$ cat config.mk
export PLATFORM = sky130hd
export DESIGN_NAME = mpkt_ts_rebuild
export DESIGN_NICKNAME = d
export VERILOG_FILES = /design/src/rtl/mpr_pkg.sv /design/src/rtl/mpr_tag_decode.sv /design/src/rtl/mpr_stream_ctx.sv /design/src/rtl/mpr_byte_ser.sv /design/src/rtl/mpkt_ts_rebuild.sv
export SDC_FILE = /design/constraint.sdc
export NUM_CORES = 1
export LEC_CHECK = 0
export CAP_MARGIN = 40
export CORE_MARGIN = 10
export CORE_UTILIZATION = 50
export DETAILED_ROUTE_END_ITERATION = 10
export PLACE_DENSITY = 0.82
export SYNTH_ARGS = -nofsm -noshare
export SYNTH_HDL_FRONTEND = slang
export SYNTH_HIERARCHICAL = 1
export SYNTH_SLANG_ARGS = --single-unit
$ cat constraint.sdc
create_clock -name clk -period 2.8 [get_ports clk]
set_input_delay 0.56 -clock clk [delete_from_list [all_inputs] [get_ports clk]]
set_output_delay 0.56 -clock clk [all_outputs]
set_load 0.005 [all_outputs]
$ cat src/rtl/mpr_pkg.sv
package mpr_pkg;

   // Field layout of one 32-bit micro-packet word, most significant first.
   typedef struct packed {
      logic [2:0]  tag;      // stream number plus one
      logic [2:0]  seq;      // rolling sequence value
      logic        first;    // opens a packet
      logic        dev_ovf;  // device buffer overflowed
      logic [23:0] pay;      // three payload bytes, top byte sent first
   } mpkt_t;

   localparam int FRAG_BYTES = 3;
   localparam int SEQ_W      = 3;

endpackage

$ cat src/rtl/mpr_tag_decode.sv
module mpr_tag_decode #(
   parameter int N_STREAMS = 4,
   parameter int SID_W     = 2
) (
   input  logic [2:0]           tag,
   output logic                 hit,
   output logic [SID_W-1:0]     sid,
   output logic [N_STREAMS-1:0] onehot
);

   always_comb begin
      hit    = (tag != 3'd0) && (int'(tag) <= N_STREAMS);
      onehot = hit ? (N_STREAMS'(1) << (tag - 3'd1)) : '0;
   end

   generate
      if (N_STREAMS == 1) begin : g_single
         assign sid = '0;
      end else begin : g_multi
         assign sid = hit ? SID_W'(tag - 3'd1) : '0;
      end
   endgenerate

endmodule

$ cat src/rtl/mpr_stream_ctx.sv
module mpr_stream_ctx #(
   parameter int FRAGS_PER_PKT = 63,
   parameter int CNT_W         = 6
) (
   input  logic             clk,
   input  logic             rst_n,
   input  logic             take,      // accepted word addressed to this stream
   input  logic             first,
   input  logic [2:0]       seq,
   output logic             keep,      // this stream would keep the word
   output logic [CNT_W-1:0] frag_idx,  // index the word lands on
   output logic             loss_ev
);

   localparam logic [CNT_W-1:0] LAST_IDX = CNT_W'(FRAGS_PER_PKT - 1);

   logic             open_q;
   logic             seen_q;
   logic [2:0]       last_q;
   logic [CNT_W-1:0] idx_q;

   assign keep     = first || open_q;
   assign frag_idx = first ? '0 : idx_q;
   assign loss_ev  = take && keep && seen_q && (seq != 3'(last_q + 3'd1));

   always_ff @(posedge clk) begin
      if (!rst_n) begin
         open_q <= 1'b0;
         seen_q <= 1'b0;
         last_q <= '0;
         idx_q  <= '0;
      end else if (take && keep) begin
         seen_q <= 1'b1;
         last_q <= seq;
         if (frag_idx == LAST_IDX) begin
            idx_q  <= '0;
            open_q <= 1'b0;
         end else begin
            idx_q  <= frag_idx + CNT_W'(1);
            open_q <= 1'b1;
         end
      end
   end

endmodule

$ cat src/rtl/mpr_byte_ser.sv
module mpr_byte_ser #(
   parameter int SID_W = 2,
   parameter int FB    = 3,
   parameter int NB_W  = 2
) (
   input  logic              clk,
   input  logic              rst_n,
   input  logic              load,
   input  logic [8*FB-1:0]   pay,
   input  logic [NB_W-1:0]   nbytes,
   input  logic [SID_W-1:0]  sid,
   input  logic              sop,
   input  logic              eop,
   output logic              empty,
   output logic              out_valid,
   input  logic              out_ready,
   output logic [7:0]        out_byte,
   output logic [SID_W-1:0]  out_sid,
   output logic              out_sop,
   output logic              out_eop
);

   logic [8*FB-1:0]  data_q;
   logic [NB_W-1:0]  rem_q;
   logic [SID_W-1:0] sid_q;
   logic             sop_q;
   logic             eop_q;
   logic             xfer;

   assign empty     = (rem_q == '0);
   assign out_valid = !empty;
   assign xfer      = out_valid && out_ready;
   assign out_byte  = data_q[8*FB-1 -: 8];
   assign out_sid   = sid_q;
   assign out_sop   = sop_q;
   assign out_eop   = eop_q && (rem_q == NB_W'(1));

   always_ff @(posedge clk) begin
      if (!rst_n) begin
         data_q <= '0;
         rem_q  <= '0;
         sid_q  <= '0;
         sop_q  <= 1'b0;
         eop_q  <= 1'b0;
      end else if (load) begin
         data_q <= pay;
         rem_q  <= nbytes;
         sid_q  <= sid;
         sop_q  <= sop;
         eop_q  <= eop;
      end else if (xfer) begin
         data_q <= data_q << 8;
         rem_q  <= rem_q - NB_W'(1);
         sop_q  <= 1'b0;
      end
   end

endmodule

$ cat src/rtl/mpkt_ts_rebuild.sv
module mpkt_ts_rebuild #(
   parameter  int N_STREAMS     = 4,
   parameter  int FRAGS_PER_PKT = 63,
   parameter  int LAST_BYTES    = 2,
   localparam int SID_W         = (N_STREAMS > 1) ? $clog2(N_STREAMS) : 1
) (
   input  logic                 clk,
   input  logic                 rst_n,
   input  logic                 in_valid,
   output logic                 in_ready,
   input  logic [31:0]          in_word,
   output logic                 out_valid,
   input  logic                 out_ready,
   output logic [7:0]           out_byte,
   output logic [SID_W-1:0]     out_sid,
   output logic                 out_sop,
   output logic                 out_eop,
   output logic [N_STREAMS-1:0] loss_pulse,
   output logic [N_STREAMS-1:0] ovf_pulse
);
   import mpr_pkg::*;

   localparam int               CNT_W    = $clog2(FRAGS_PER_PKT);
   localparam int               NB_W     = $clog2(FRAG_BYTES + 1);
   localparam logic [CNT_W-1:0] LAST_IDX = CNT_W'(FRAGS_PER_PKT - 1);

   generate
      if (N_STREAMS < 1 || N_STREAMS > 7) begin : g_bad_streams
         $error("N_STREAMS must fit a 3-bit tag (1..7)");
      end
      if (FRAGS_PER_PKT < 2) begin : g_bad_frags
         $error("FRAGS_PER_PKT must be at least 2");
      end
      if (LAST_BYTES < 1 || LAST_BYTES > FRAG_BYTES) begin : g_bad_last
         $error("LAST_BYTES must be 1..FRAG_BYTES");
      end
   endgenerate

   mpkt_t                 frag;
   logic                  acc;
   logic                  hit;
   logic [SID_W-1:0]      dsid;
   logic [N_STREAMS-1:0]  dsel;
   logic [N_STREAMS-1:0]  take_v;
   logic [N_STREAMS-1:0]  keep_v;
   logic [N_STREAMS-1:0]  loss_v;
   logic [CNT_W-1:0]      idx_v [N_STREAMS];
   logic                  kept;
   logic [CNT_W-1:0]      cur_idx;
   logic [NB_W-1:0]       nbytes;
   logic                  ser_empty;

   assign frag     = mpkt_t'(in_word);
   assign in_ready = ser_empty;
   assign acc      = in_valid && in_ready;
   assign take_v   = acc ? dsel : '0;

   mpr_tag_decode #(.N_STREAMS(N_STREAMS), .SID_W(SID_W)) u_dec (
      .tag    (frag.tag),
      .hit    (hit),
      .sid    (dsid),
      .onehot (dsel)
   );

   generate
      for (genvar s = 0; s < N_STREAMS; s++) begin : g_ctx
         mpr_stream_ctx #(.FRAGS_PER_PKT(FRAGS_PER_PKT), .CNT_W(CNT_W)) u_ctx (
            .clk      (clk),
            .rst_n    (rst_n),
            .take     (take_v[s]),
            .first    (frag.first),
            .seq      (frag.seq),
            .keep     (keep_v[s]),
            .frag_idx (idx_v[s]),
            .loss_ev  (loss_v[s])
         );
      end
   endgenerate

   assign kept    = acc && hit && keep_v[dsid];
   assign cur_idx = idx_v[dsid];
   assign nbytes  = (cur_idx == LAST_IDX) ? NB_W'(LAST_BYTES) : NB_W'(FRAG_BYTES);

   always_ff @(posedge clk) begin
      if (!rst_n) begin
         loss_pulse <= '0;
         ovf_pulse  <= '0;
      end else begin
         loss_pulse <= loss_v;
         ovf_pulse  <= take_v & keep_v & {N_STREAMS{frag.dev_ovf}};
      end
   end

   mpr_byte_ser #(.SID_W(SID_W), .FB(FRAG_BYTES), .NB_W(NB_W)) u_ser (
      .clk       (clk),
      .rst_n     (rst_n),
      .load      (kept),
      .pay       (frag.pay),
      .nbytes    (nbytes),
      .sid       (dsid),
      .sop       (cur_idx == '0),
      .eop       (cur_idx == LAST_IDX),
      .empty     (ser_empty),
      .out_valid (out_valid),
      .out_ready (out_ready),
      .out_byte  (out_byte),
      .out_sid   (out_sid),
      .out_sop   (out_sop),
      .out_eop   (out_eop)
   );

endmodule

==> impl_results.md, run 1 <==
* Run status: completed
* Async S/R FF share, synth at 0%
* Tmin final at 2.58 ns
* Post-synth EDFFs at 0
* Compound-Gate Fraction of Synth Area at about 15%
* Post-route cell area at 5450 um2
* Maxcap violations at 0
* Worst EP arrival at 2.86 ns
* CP endpoint: u_ser/out_sop
* RSZ-0062 raised after global routing: false
* PortBufs at 57
* Die W at 113 um
* Clock Latency Late Sink at 0.35 ns
* Max Fclk at 388 MHz
* CTS tree: done
* Final setup vio count at 0
* Worst-path cell chain: clkdlybuf4s50_1 -> xnor2_2 -> and2_4 -> mux4_2 -> or4_4 -> nor3_2 -> nand2_1 -> a21oi_1
* Xor/xnor share of the synthesized area at about 5.4%
* Worst Setup Start Kind: input pin
* CP max-delay cell: or4_4
* First-pass GRT wire length at 19.0 mm
* Gate count after technology mapping at 499
* Post-Synth Adder-Cell Area at 4.32%
* Syn. warnings at 6
* Largest stage delay on the critical path at roughly 0.54 ns
* N_diodes at 0
* CTS max path bufs at 2
* Ports at 58
* Final setup skew at 0.0114 ns
* Post-cts hold buffer count at 0
* Row count at 33
* Number of synthesized register bits at 82
* Most used DFF post-synth: dfxtp_1
* Peak supply drop at 0.000299 V
* Stages on worst setup path at 8
* Synth Cell Area at 4350 um2
* Syn_area_per_cell at approximately 8.7 um2
* Fin. max-slew vios at 0
* Final period util at about 92%
* Synth Area in Simple Gates at 23.8%
* FF-to-FF End: u_ser/out_sop
* CP max FO at 7
* Reg-to-reg setup timing slack at 0.81 ns
* DRT Wirelength at roughly 11 mm
* Grt ovf at 0
* Largest family of logic cells by synthesized area: simple AND/OR/NAND/NOR gates
* Final hold violations at 0
* Area delta synth->final at 25.3%
* Initial Utilization at 52.1%
* Buf/Inv on CP at 1
* Static Leak at between 2 and 2.5 nW
* Initial DRC count at 183
* Pwr dens at 506 nW/um2
* Die ar. at 12800 um2
* Mux cell area share after synthesis at 8.34%
* Area of the core at roughly 8300 um2
* Max H-tree Level at 3
* Unique masters post-synth at 41
* Largest net degree at the start of global routing at 40
* R2R depth at 7
* CP top delay family: simple AND/OR/NAND/NOR gates
* Initial antenna violation count at 0
* CP Launch Point: in_word[31]
* Clock buffer count from CTS at 9
* Hold_sp: g_ctx[1].u_ctx/seen_q
* Layout cells sized above 1 at 13.7%
* Placement Cell Area at 5200 um2
* Worst hold path type: reg -> reg
* HPWL after DPL at 8.26 mm
* Slew @ Worst Pin at 0.555 ns
* Crit Path Category: in -> reg
* Total track usage at between 10% and 20%
* Via/cell ratio at about 5.8
* Via count at 3985
* DR WL/cell at roughly 16 um
* Setup TNS at 0 ns
* Clock-pin transition on the worst setup and hold timing paths at 0.09 ns
* Drc violations at 0
* CP required at slightly above 3 ns
* Initial DRT Pass Iterations at 5
* RD Place Congestion at 0.880
* Syn nets at 550
* Layout Nets at 631
* Sequential share of the synthesized area at 37.7%
* Clk Tree Root Cell: clkbuf_8
* CP Capture Type: flop
* Final core occ at 65.3%
* Sink Count at 82
* Slew margin rel. at between 60% and 70%
* Antenna-violating nets left at 0
* Vias in the first global route at between 4000 and 5000
* Worst r2r src: g_ctx[3].u_ctx/idx_q[2]
* Die height at about 110 um
-- synth_stat cells, types with 12 or more instances --
cell      count  area [um2]
nor2_1       27         101
xnor2_1      13         114
nand4b_1     12         105
o21ai_0      25         125
inv_1        14        52.6
and3_1       12        75.1
nand3_1      30         150
nand2_1      52         195
a21oi_1      46         230
ha_1         15         188
mux2i_1      19         190
a31oi_1      13        81.3
dfxtp_1      82        1640
xor2_1       12         105
nor2b_1      25         156
-- cell families after synthesis --
logic type,Yosys count
simple gates,193
fa+ha+maj,15
mux,26
compound gates,108
buf+inv,48
flops,82
other cells,1
xor+xnor,26
-- sequential cells by signal, summed over array words and instances (netlist names) --
| signal | count |
|---|---|
| u_ser/eop_q | 1 |
| g_ctx.u_ctx/idx_q | 24 |
| loss_pulse | 4 |
| u_ser/out_sop | 1 |
| u_ser/data_q | 24 |
| g_ctx.u_ctx/last_q | 12 |
| u_ser/rem_q | 2 |
| g_ctx.u_ctx/seen_q | 4 |
| g_ctx.u_ctx/open_q | 4 |
| u_ser/out_sid | 2 |
| ovf_pulse | 4 |
-- power breakdown --
| part | switching [W] | internal, W | leakage, nW |
|---|---|---|---|
| Clock | 0.000445 | 0.000466 | 0.110 |
| Combinational | 0.000282 | 0.000300 | 1.42 |
| Sequential | 0.0000374 | 0.00123 | 0.663 |
-- how the worst min path moves through the flow --
stage	endpoint	cells past startpoint
5_1_grt	g_ctx[1].u_ctx/seen_q	2
3_3_place_gp	g_ctx[2].u_ctx/seen_q	2
6_report	g_ctx[1].u_ctx/seen_q	2
2_1_floorplan	g_ctx[0].u_ctx/last_q[1]	2
3_5_place_dp	g_ctx[1].u_ctx/seen_q	2
4_1_cts	g_ctx[1].u_ctx/last_q[1]	2
-- worst reg2reg max path, stage by stage (launching register included) --
cell and delay (ns):
dfxtp_1 0.36, inv_1 0.13, nor2_1 0.08, mux4_2 0.48, or4_4 0.54, nor3_2 0.17, nand2_1 0.06, a21oi_1 0.10
-- stage by stage --
stage          std cells  worst slack, ns  power, W  hold slack, ns
2_1_floorplan        499           0.0208   0.00163           0.440
3_3_place_gp         671           -0.351   0.00183           0.449
3_5_place_dp         671           -0.379   0.00185           0.459
4_1_cts              689          0.00951   0.00277           0.479
5_1_grt              690            0.124   0.00288           0.499
6_report             690            0.221   0.00276           0.473
-- repair_timing --
item	in CTS	in global routing
setup buffers	2	1
pin swaps	2	4
setup endpoints to repair	22	22
resized for setup	4	5
endpoints found under the hold margin	0	0
-- cell type report --
| cell class | instances | area, um2 |
|---|---|---|
| clock buffers | 11 | 151 |
| repair buffers | 99 | 923 |
| clock inverters | 5 | 61.3 |
| well taps | 105 | 131 |
| flip-flops and latches | 82 | 1640 |
| fillers | 694 | 2890 |
| multi-input cells | 369 | 2470 |
| inverters | 19 | 72.6 |
-- cells in the final DEF (no fill, tap or decap), types with 8 or more instances in the layout --
cell type and n:
nor2b_1 24, clkbuf_8 11, buf_4 39, and2_1 9
o21ai_0 25, clkdlybuf4s50_1 54, inv_1 13, dfxtp_1 82
mux2i_1 19, nor2_1 27, and3_1 12, nand3_1 30
xor2_1 12, nand2_1 52, nand4b_1 12, xnor2_1 13
ha_1 14, a31oi_1 13, a21oi_1 46, a22oi_1 8
-- per-layer routing --
metal	up-vias	track usage, %	part of all wire [%]
li1	1916	-	-
met1	1928	20.0	42
met5	-	0	0
met3	25	3.49	4.4
met4	0	7.45	2.1
met2	116	31.0	52
Note: power is estimated with default switching activity, not from simulation.
==> inputs of run 2 (changes only) <==
Settings changed: CTS_CLUSTER_DIAMETER set to 120.
==> results of run 2 <==
The final DEF is identical to that of run 1; final timing and power are the same.
